**config.mk**
```make
export PLATFORM = sky130hd
export DESIGN_NAME = cfg_idx_bank
export DESIGN_NICKNAME = d
export VERILOG_FILES = /design/src/rtl/cfg_bank_pkg.sv /design/src/rtl/cfg_ctrl_entry.sv /design/src/rtl/cfg_clksel_hold.sv /design/src/rtl/cfg_idx_bank.sv
export SDC_FILE = /design/constraint.sdc
export NUM_CORES = 1
export LEC_CHECK = 0
export BUFFER_PORTS_ARGS = -buffer_cell sky130_fd_sc_hd__clkbuf_2
export CELL_PAD_IN_SITES_DETAIL_PLACEMENT = 0
export CELL_PAD_IN_SITES_GLOBAL_PLACEMENT = 1
export CORE_AREA = 5 5 55 57
export DETAILED_ROUTE_END_ITERATION = 12
export DIE_AREA = 0 0 60 62
export PLACE_DENSITY = 0.81
export SLEW_MARGIN = 10
export SYNTH_ARGS = -nofsm -noshare
export SYNTH_HDL_FRONTEND = slang
export SYNTH_SLANG_ARGS = --single-unit
```
**constraint.sdc**
```tcl
create_clock -name clk -period 1.71 [get_ports clk]
set_input_delay 0.0855 -clock clk [delete_from_list [all_inputs] [get_ports clk]]
set_output_delay 0.0855 -clock clk [all_outputs]
set_load 0.005 [all_outputs]
```
**src/rtl/cfg_bank_pkg.sv**
```systemverilog
package cfg_bank_pkg;

    localparam int BIT_TEST  = 0;
    localparam int BIT_SPE   = 1;
    localparam int BIT_LOCK  = 2;
    localparam int BIT_RSVD  = 3;
    localparam int BIT_CKDIS = 4;
    localparam int BIT_FRZ   = 5;
    localparam int CTL_BITS  = 6;

    typedef struct packed {
        logic test;
        logic spe;
        logic lock;
        logic ckdis;
        logic frz;
    } ctl_state_t;

endpackage

```
**src/rtl/cfg_ctrl_entry.sv**
```systemverilog
module cfg_ctrl_entry
    import cfg_bank_pkg::*;
#(
    parameter int DATA_W = 8
) (
    input  logic              clk,
    input  logic              rst_n,
    input  logic              wr_en,
    input  logic [DATA_W-1:0] wdata,
    input  logic              unlock_i,
    output ctl_state_t        state_q,
    output logic              frz_nxt,
    output logic [DATA_W-1:0] rd_val
);

    ctl_state_t state_d;

    logic unused_bits;
    assign unused_bits = ^{wdata[DATA_W-1:CTL_BITS], wdata[BIT_RSVD], wdata[BIT_LOCK]};

    always_comb begin
        state_d      = state_q;
        state_d.lock = ~unlock_i;
        if (wr_en) begin
            state_d.test  = state_q.test | wdata[BIT_TEST];
            state_d.spe   = wdata[BIT_SPE] & ~state_q.lock;
            state_d.ckdis = wdata[BIT_CKDIS];
            state_d.frz   = wdata[BIT_FRZ];
        end
        if (state_d.lock) begin
            state_d.spe = 1'b0;
        end
    end

    always_ff @(posedge clk or negedge rst_n) begin
        if (!rst_n) begin
            state_q <= '{test: 1'b0, spe: 1'b0, lock: 1'b1, ckdis: 1'b0, frz: 1'b0};
        end else begin
            state_q <= state_d;
        end
    end

    assign frz_nxt = state_d.frz;

    always_comb begin
        rd_val            = '0;
        rd_val[BIT_SPE]   = state_q.spe;
        rd_val[BIT_LOCK]  = state_q.lock;
        rd_val[BIT_CKDIS] = state_q.ckdis;
        rd_val[BIT_FRZ]   = state_q.frz;
    end

    p_test_sticky_r3: assert property (@(posedge clk) disable iff (!rst_n)
        state_q.test |=> state_q.test);

    p_spe_locked_r4: assert property (@(posedge clk) disable iff (!rst_n)
        state_q.lock |-> !state_q.spe);

    p_lock_follow_r5: assert property (@(posedge clk) disable iff (!rst_n)
        1'b1 |=> (state_q.lock == !$past(unlock_i)));

endmodule

```
**src/rtl/cfg_clksel_hold.sv**
```systemverilog
module cfg_clksel_hold #(
    parameter int SEL_W  = 2,
    parameter int SYNC_N = 2
) (
    input  logic             clk,
    input  logic             rst_n,
    input  logic [SEL_W-1:0] pins,
    input  logic             frz_nxt,
    input  logic             frz_q,
    output logic [SEL_W-1:0] sel_q
);

    typedef struct packed {
        logic [SYNC_N-1:0][SEL_W-1:0] chain;
        logic [SEL_W-1:0]             sel;
    } hold_t;

    hold_t cur_q, nxt_d;

    always_comb begin
        nxt_d          = cur_q;
        nxt_d.chain[0] = pins;
        for (int i = 1; i < SYNC_N; i++) begin
            nxt_d.chain[i] = cur_q.chain[i-1];
        end
        if (!frz_nxt) begin
            nxt_d.sel = cur_q.chain[SYNC_N-1];
        end
    end

    always_ff @(posedge clk or negedge rst_n) begin
        if (!rst_n) begin
            cur_q <= '0;
        end else begin
            cur_q <= nxt_d;
        end
    end

    assign sel_q = cur_q.sel;

    p_freeze_hold_r8: assert property (@(posedge clk) disable iff (!rst_n)
        frz_q |-> $stable(sel_q));

endmodule

```
**src/rtl/cfg_idx_bank.sv**
```systemverilog
module cfg_idx_bank
    import cfg_bank_pkg::*;
#(
    parameter int              DATA_W = 8,
    parameter int              IDX_W  = 4,
    parameter int              SEL_W  = 2,
    parameter int              SYNC_N = 2,
    parameter logic [DATA_W-1:0] REV  = 8'h2A
) (
    input  logic              clk,
    input  logic              rst_n,
    input  logic              bus_en,
    input  logic              bus_we,
    input  logic              bus_addr,
    input  logic [DATA_W-1:0] bus_wdata,
    output logic [DATA_W-1:0] bus_rdata,
    input  logic              unlock_i,
    input  logic [SEL_W-1:0]  clk_sel_pin,
    output logic              test_mode_o,
    output logic              selfprog_o,
    output logic              lock_o,
    output logic              clk_out_dis_o,
    output logic [SEL_W-1:0]  clk_sel_o
);

    localparam logic [IDX_W-1:0] IDX_REV = IDX_W'(0);
    localparam logic [IDX_W-1:0] IDX_CTL = IDX_W'(1);

    typedef struct packed {
        logic [IDX_W-1:0] idx;
    } top_t;

    top_t top_q, top_d;

    logic              wr_idx, wr_ctl;
    ctl_state_t        ctl_q;
    logic              frz_nxt;
    logic [DATA_W-1:0] ctl_rd;

    assign wr_idx = bus_en & bus_we & ~bus_addr;
    assign wr_ctl = bus_en & bus_we & bus_addr & (top_q.idx == IDX_CTL);

    always_comb begin
        top_d = top_q;
        if (wr_idx) begin
            top_d.idx = bus_wdata[IDX_W-1:0];
        end
    end

    always_ff @(posedge clk or negedge rst_n) begin
        if (!rst_n) begin
            top_q <= '0;
        end else begin
            top_q <= top_d;
        end
    end

    cfg_ctrl_entry #(.DATA_W(DATA_W)) u_ctl (
        .clk      (clk),
        .rst_n    (rst_n),
        .wr_en    (wr_ctl),
        .wdata    (bus_wdata),
        .unlock_i (unlock_i),
        .state_q  (ctl_q),
        .frz_nxt  (frz_nxt),
        .rd_val   (ctl_rd)
    );

    cfg_clksel_hold #(.SEL_W(SEL_W), .SYNC_N(SYNC_N)) u_sel (
        .clk     (clk),
        .rst_n   (rst_n),
        .pins    (clk_sel_pin),
        .frz_nxt (frz_nxt),
        .frz_q   (ctl_q.frz),
        .sel_q   (clk_sel_o)
    );

    always_comb begin
        bus_rdata = '0;
        if (!bus_addr) begin
            bus_rdata[IDX_W-1:0] = top_q.idx;
        end else if (top_q.idx == IDX_REV) begin
            bus_rdata = REV;
        end else if (top_q.idx == IDX_CTL) begin
            bus_rdata = ctl_rd;
        end
    end

    assign test_mode_o   = ctl_q.test;
    assign selfprog_o    = ctl_q.spe;
    assign lock_o        = ctl_q.lock;
    assign clk_out_dis_o = ctl_q.ckdis;

    p_idx_load_r1: assert property (@(posedge clk) disable iff (!rst_n)
        wr_idx |=> (top_q.idx == $past(bus_wdata[IDX_W-1:0])));

    p_rsvd_zero_r6: assert property (@(posedge clk) disable iff (!rst_n)
        (bus_addr && top_q.idx == IDX_CTL) |-> !bus_rdata[BIT_RSVD]);

    p_unmapped_zero_r9: assert property (@(posedge clk) disable iff (!rst_n)
        (bus_addr && top_q.idx != IDX_REV && top_q.idx != IDX_CTL) |-> (bus_rdata == '0));

endmodule

```
# == Word level (Yosys, flattened, before mapping) ==
# Index checks and enable logic that the tools add are counted.
# totals
reg_bits,15
inputBits,16
output_inout_bits,14
wordCells,28
# classes
eq_ne,2
mux,7
bitwise,9
reduce_logical,1
# op_table
operator,n
4-bit 2-to-1 mux,2
8-bit 2-to-1 mux,1
6-bit 2-to-1 mux,1
1-bit AND,5
"4-bit by 1-bit equality test with 1-bit output, second input constant",1
4-bit zero test,1
1-bit 2-to-1 mux,3
1-bit inverter,3
"2-bit by 1-bit inequality test with 1-bit output, second input constant",1
1-bit bitwise OR,1

# == Logic depth before layout (Yosys ltp) ==
# depth
depth_word,5
depth_mapped,4

# == By module ==
# A second synthesis with hierarchy kept.
# unflattened
hier_cells,55
area_unflattened_um2,711.9
# by_module_without_submodules
mod,instances,cells_per_inst,area_per_inst_um2
cfg_idx_bank,1,24,280.3
cfg_ctrl_entry,1,21,244.0
cfg_clksel_hold,1,10,187.7

# == Least setup slack after synthesis ==
# OpenSTA, ideal clock, no wires.
# synth_timing
kind,reg-to-reg
startpoint,register top_q[1] (netlist name)
endpoint,"register u_ctl.state_q, in the netlist u_ctl.rd_val[4]"
setup_ps,127
t_arrival_ps,1477
t_required_ps,1583
setup_slack_ps,105
path_stages_with_launch,5
path_buffers,1
path_cell_list,dfrtp_1 -> or4b_1 -> buf_6 -> nor2_4 -> mux2_1
# synth_between
elab_chain_len,2
# synth_rtl
element,line_no,rtl
from (decl),cfg_idx_bank.sv:33,"top_t top_q, top_d;"
from (signal assigned),cfg_idx_bank.sv:54,top_q <= top_d;
4-bit by 1-bit equality test with 1-bit output,cfg_idx_bank.sv:41,assign wr_ctl = bus_en & bus_we & bus_addr & (top_q.idx == IDX_CTL);
1-bit AND,cfg_idx_bank.sv:41,
to (signal assigned),cfg_ctrl_entry.sv:37,"state_q <= '{test: 1'b0, spe: 1'b0, lock: 1'b1, ckdis: 1'b0, frz: 1'b0};"
to (signal assigned),cfg_ctrl_entry.sv:39,state_q <= state_d;
to (decl),cfg_ctrl_entry.sv:11,"output ctl_state_t state_q,"
# Every way passes these cells.
# A chain may end at the register's enable or synchronous reset.

# == Worst setup path after layout ==
# layout_timing
startpoint,register top_q[3] (netlist name)
endpoint,output bus_rdata[2]
# layout_between
elab_chain_len,4
word_cells_on_any_way,5
classes_between,eq/ne: 1; mux: 3; reduce/logical: 1
# layout_rtl
element,line_no,rtl
4-bit by 1-bit equality test with 1-bit output,cfg_idx_bank.sv:84,end else if (top_q.idx == IDX_CTL) begin
6-bit 2-to-1 mux,cfg_idx_bank.sv:84,
8-bit 2-to-1 mux *,cfg_idx_bank.sv:82,end else if (top_q.idx == IDX_REV) begin
4-bit 2-to-1 mux *,cfg_idx_bank.sv:80,if (!bus_addr) begin
to (decl),cfg_idx_bank.sv:16,"output logic [DATA_W-1:0] bus_rdata,"
# Every way passes the cells marked *; elsewhere a longest branch is shown, timed or not.

==> reports/metrics.yaml <==
floorplanning:
  row_count: 18
  start_util: 0.2942
  die_y_um: 62
  io_pins: 30
  die_w_um: 60
  core_area_mm2: 0.002432
  dieArea_mm2: 0.003720
clock_network:
  cts_inserted_buffers: 3
  cts-root-buf: "clkbuf_4"
  clk_latency_ns: 0.28
  clk_pin_slew_ns: 0.08
  cts_max_path_buffers: 2
  cts_tree: "built"
  htreeDepth: 1
  cts_sinks: 15
global_route:
  grt.overflow.total: 0
  antenna_found_initial: 0
  first_global_vias: 604
  grt_pass1_wl_um: 2656
  grt_usage: 0.09656
  grt_max_degree: 16
timing:
  rsz0062_at_grt: "yes"
  period_needed_ns: 1.650
  finalMaxSlewViolations: 0
  skew_ns: 0.004931
  finalHoldViolCount: 0
  maxClockFrequency_ghz: 0.6062
  finalCritPeriodShare: 0.9647
  setup_viol: 0
  final.setup.tns_ns: 0
setup_path:
  path_class: "reg -> out"
  crit_chain: "buf_6 > nor4b_4 > buf_4 > nand3_2 > o21ai_1 > buf_2"
  crit_fanout: 6
  cp-end-kind: "primary output"
  critPathRequiredTime_ns: 1.62
  cp_slowest_stage_delay_ns: 0.41
  worstSetupStartpointType: "flop"
  ff2ff_path_depth: 6
  crit_arrival_ns: 1.56
  cp_slowest_cell: "dfrtp_1"
routing:
  drt_iter0_markers: 12
  wl_um: 1612
  routedWlPerCell_um: 12.50
  drc_errors: 0
  postRouteAntennaNets: 0
  vias: 575
  drtPass1Iterations: 4
  viasPerCell: 4.457
synth:
  synth_top_area_frac: 0.4895
  synth_most_common_cell: "dfrtp_1"
  yosysUniqueCellTypes: 27
  yosysSeqAreaShare: 0.5262
  yosysWarnings: 0
  async_flop_share: 1.000
  ys.flop_type: "dfrtp_1"
  synth_area_leaders: "dfrtp_1 49%, mux2_2 6.3%, buf_4 4.2%"
  synthCells: 64
  syn-cell-area_um2: 715.7
  synth_edf_count: 0
  synth_commonest_cells: "14 x dfrtp_1, 5 x inv_1"
  yosysTopAreaCell: "dfrtp_1"
  postSynthAreaPerCell_um2: 11.18
  ys_ff_latch: 15
placed_design:
  io_buffers: 25
  gp_congestion: 0.8213
  postPlaceCellArea_um2: 863.3
  hpwl_um: 1250
flow_run:
  maxCapViolations: 0
status:
  status: "finished clean"
pwr:
  irDropWorstVdd_mv: 0.5961
  powerDensity_mw_per_mm2: 1012
  power.leakage_nw: 0.4886
  power_uw: 986.0
min_path:
  min_path_cells: 2
  hp-class: "in -> reg"
layout:
  diodes: 0
  drive_gt1_frac: 0.4646
  area_delta_synth_final_pct: 36.19
  nNetsFinal: 116
  final_area_um2: 974.7
  fillers: 242
## sequential cells by signal, summed over array words and instances (netlist names)
register,cells
top_q,4
u_ctl.rd_val,4
u_sel.cur_q,4
u_sel.sel_q,2
u_ctl.state_q,1
## through the flow
stage / util / hold slack, ns / cells / worst slack, ns
2_1_floorplan: - / -0.2101 / 65 / 0.1054
3_3_place_gp: 0.3549 / 0.004508 / 118 / 0.1109
3_5_place_dp: 0.3549 / 0.01635 / 118 / 0.05961
4_1_cts: 0.3940 / 0.003221 / 128 / 0.02144
5_1_grt: 0.4007 / 0.008952 / 129 / -0.05295
6_report: 0.4007 / 0.01432 / 129 / 0.06045
## cells in the final DEF, fill, tap and decap left out, types with 2 or more instances in the layout
cell / count
buf_4: 5
and3_1: 2
nand2b_1: 2
a211oi_1: 2
a21oi_1: 4
nand3_1: 2
inv_1: 5
nand2_1: 4
conb_1: 2
dlygate4sd3_1: 4
dfrtp_1: 14
clkbuf_2: 24
o21ai_0: 2
clkbuf_4: 3
mux2_2: 4
o22ai_1: 2
## cell type report
cell class	count	area [um^2]	share of cell area
Inverter	5	18.77	0.01926
Tap cell	30	37.54	0.03851
Sequential cell	15	376.6	0.3864
Timing Repair Buffer	35	214.0	0.2195
Clock inverter	1	5.005	0.005135
Clock buffer	3	22.52	0.02311
Multi-Input combinational cell	40	300.3	0.3081
## logic make-up (layout without fill, tap and decap cells)
kind of cell	after synthesis	count (layout)	synth area share
and+or+nand+nor	19	19	0.1783
AOI/OAI and AO/OA	14	14	0.1276
muxes	5	5	0.07867
DFF	15	15	0.5262
other	1	2	0.005240
buffers and inverters	10	44	0.08392
## final timing paths
path	slack, ns	to	startpoint
worst min-delay path	0.01	u_ctl.state_q[4]	bus_wdata[0]
worst max register to register	0.10	u_sel.sel_q[0]	top_q[3]
max in group asynchronous	1.15	u_ctl.rd_val[2]	rst_n
worst max-delay path	0.06	bus_rdata[2]	top_q[3]
worst min register to register	0.35	u_sel.cur_q[5]	u_sel.cur_q[3]
min in group asynchronous	0.24	top_q[1]	rst_n
## metal layers
| layer | GRT usage | share of wire | vias up |
|---|---|---|---|
| met1 | 0.1268 | 0.46 | 261 |
| met2 | 0.1373 | 0.43 | 19 |
| met5 | 0 | 0 | - |
| li1 | - | - | 291 |
| met4 | 0.04747 | 0.016 | 0 |
| met3 | 0.03926 | 0.090 | 4 |
## report_power, final
| group | total [mW] | switching (mW) | internal [mW] |
|---|---|---|---|
| Combinational | 0.298 | 0.135 | 0.163 |
| Clock | 0.198 | 0.111 | 0.0869 |
| Sequential | 0.489 | 0.0598 | 0.429 |
## worst max-delay path, delay by kind of cell, from the launching register on
kind            cells  cell delay [ns]
buf+inv             3             0.45
flops               1             0.41
simple gates        2             0.35
compound gates      1             0.08
## timing repair
item	in CTS	in global routing
setup endpoints to repair	3	3
hold buffers	4	0
buffers inserted	3	1
hold endpoints to repair	18	0
resized for setup	2	4
pin swaps	0	2
Power figures use the tool's default switching activity.
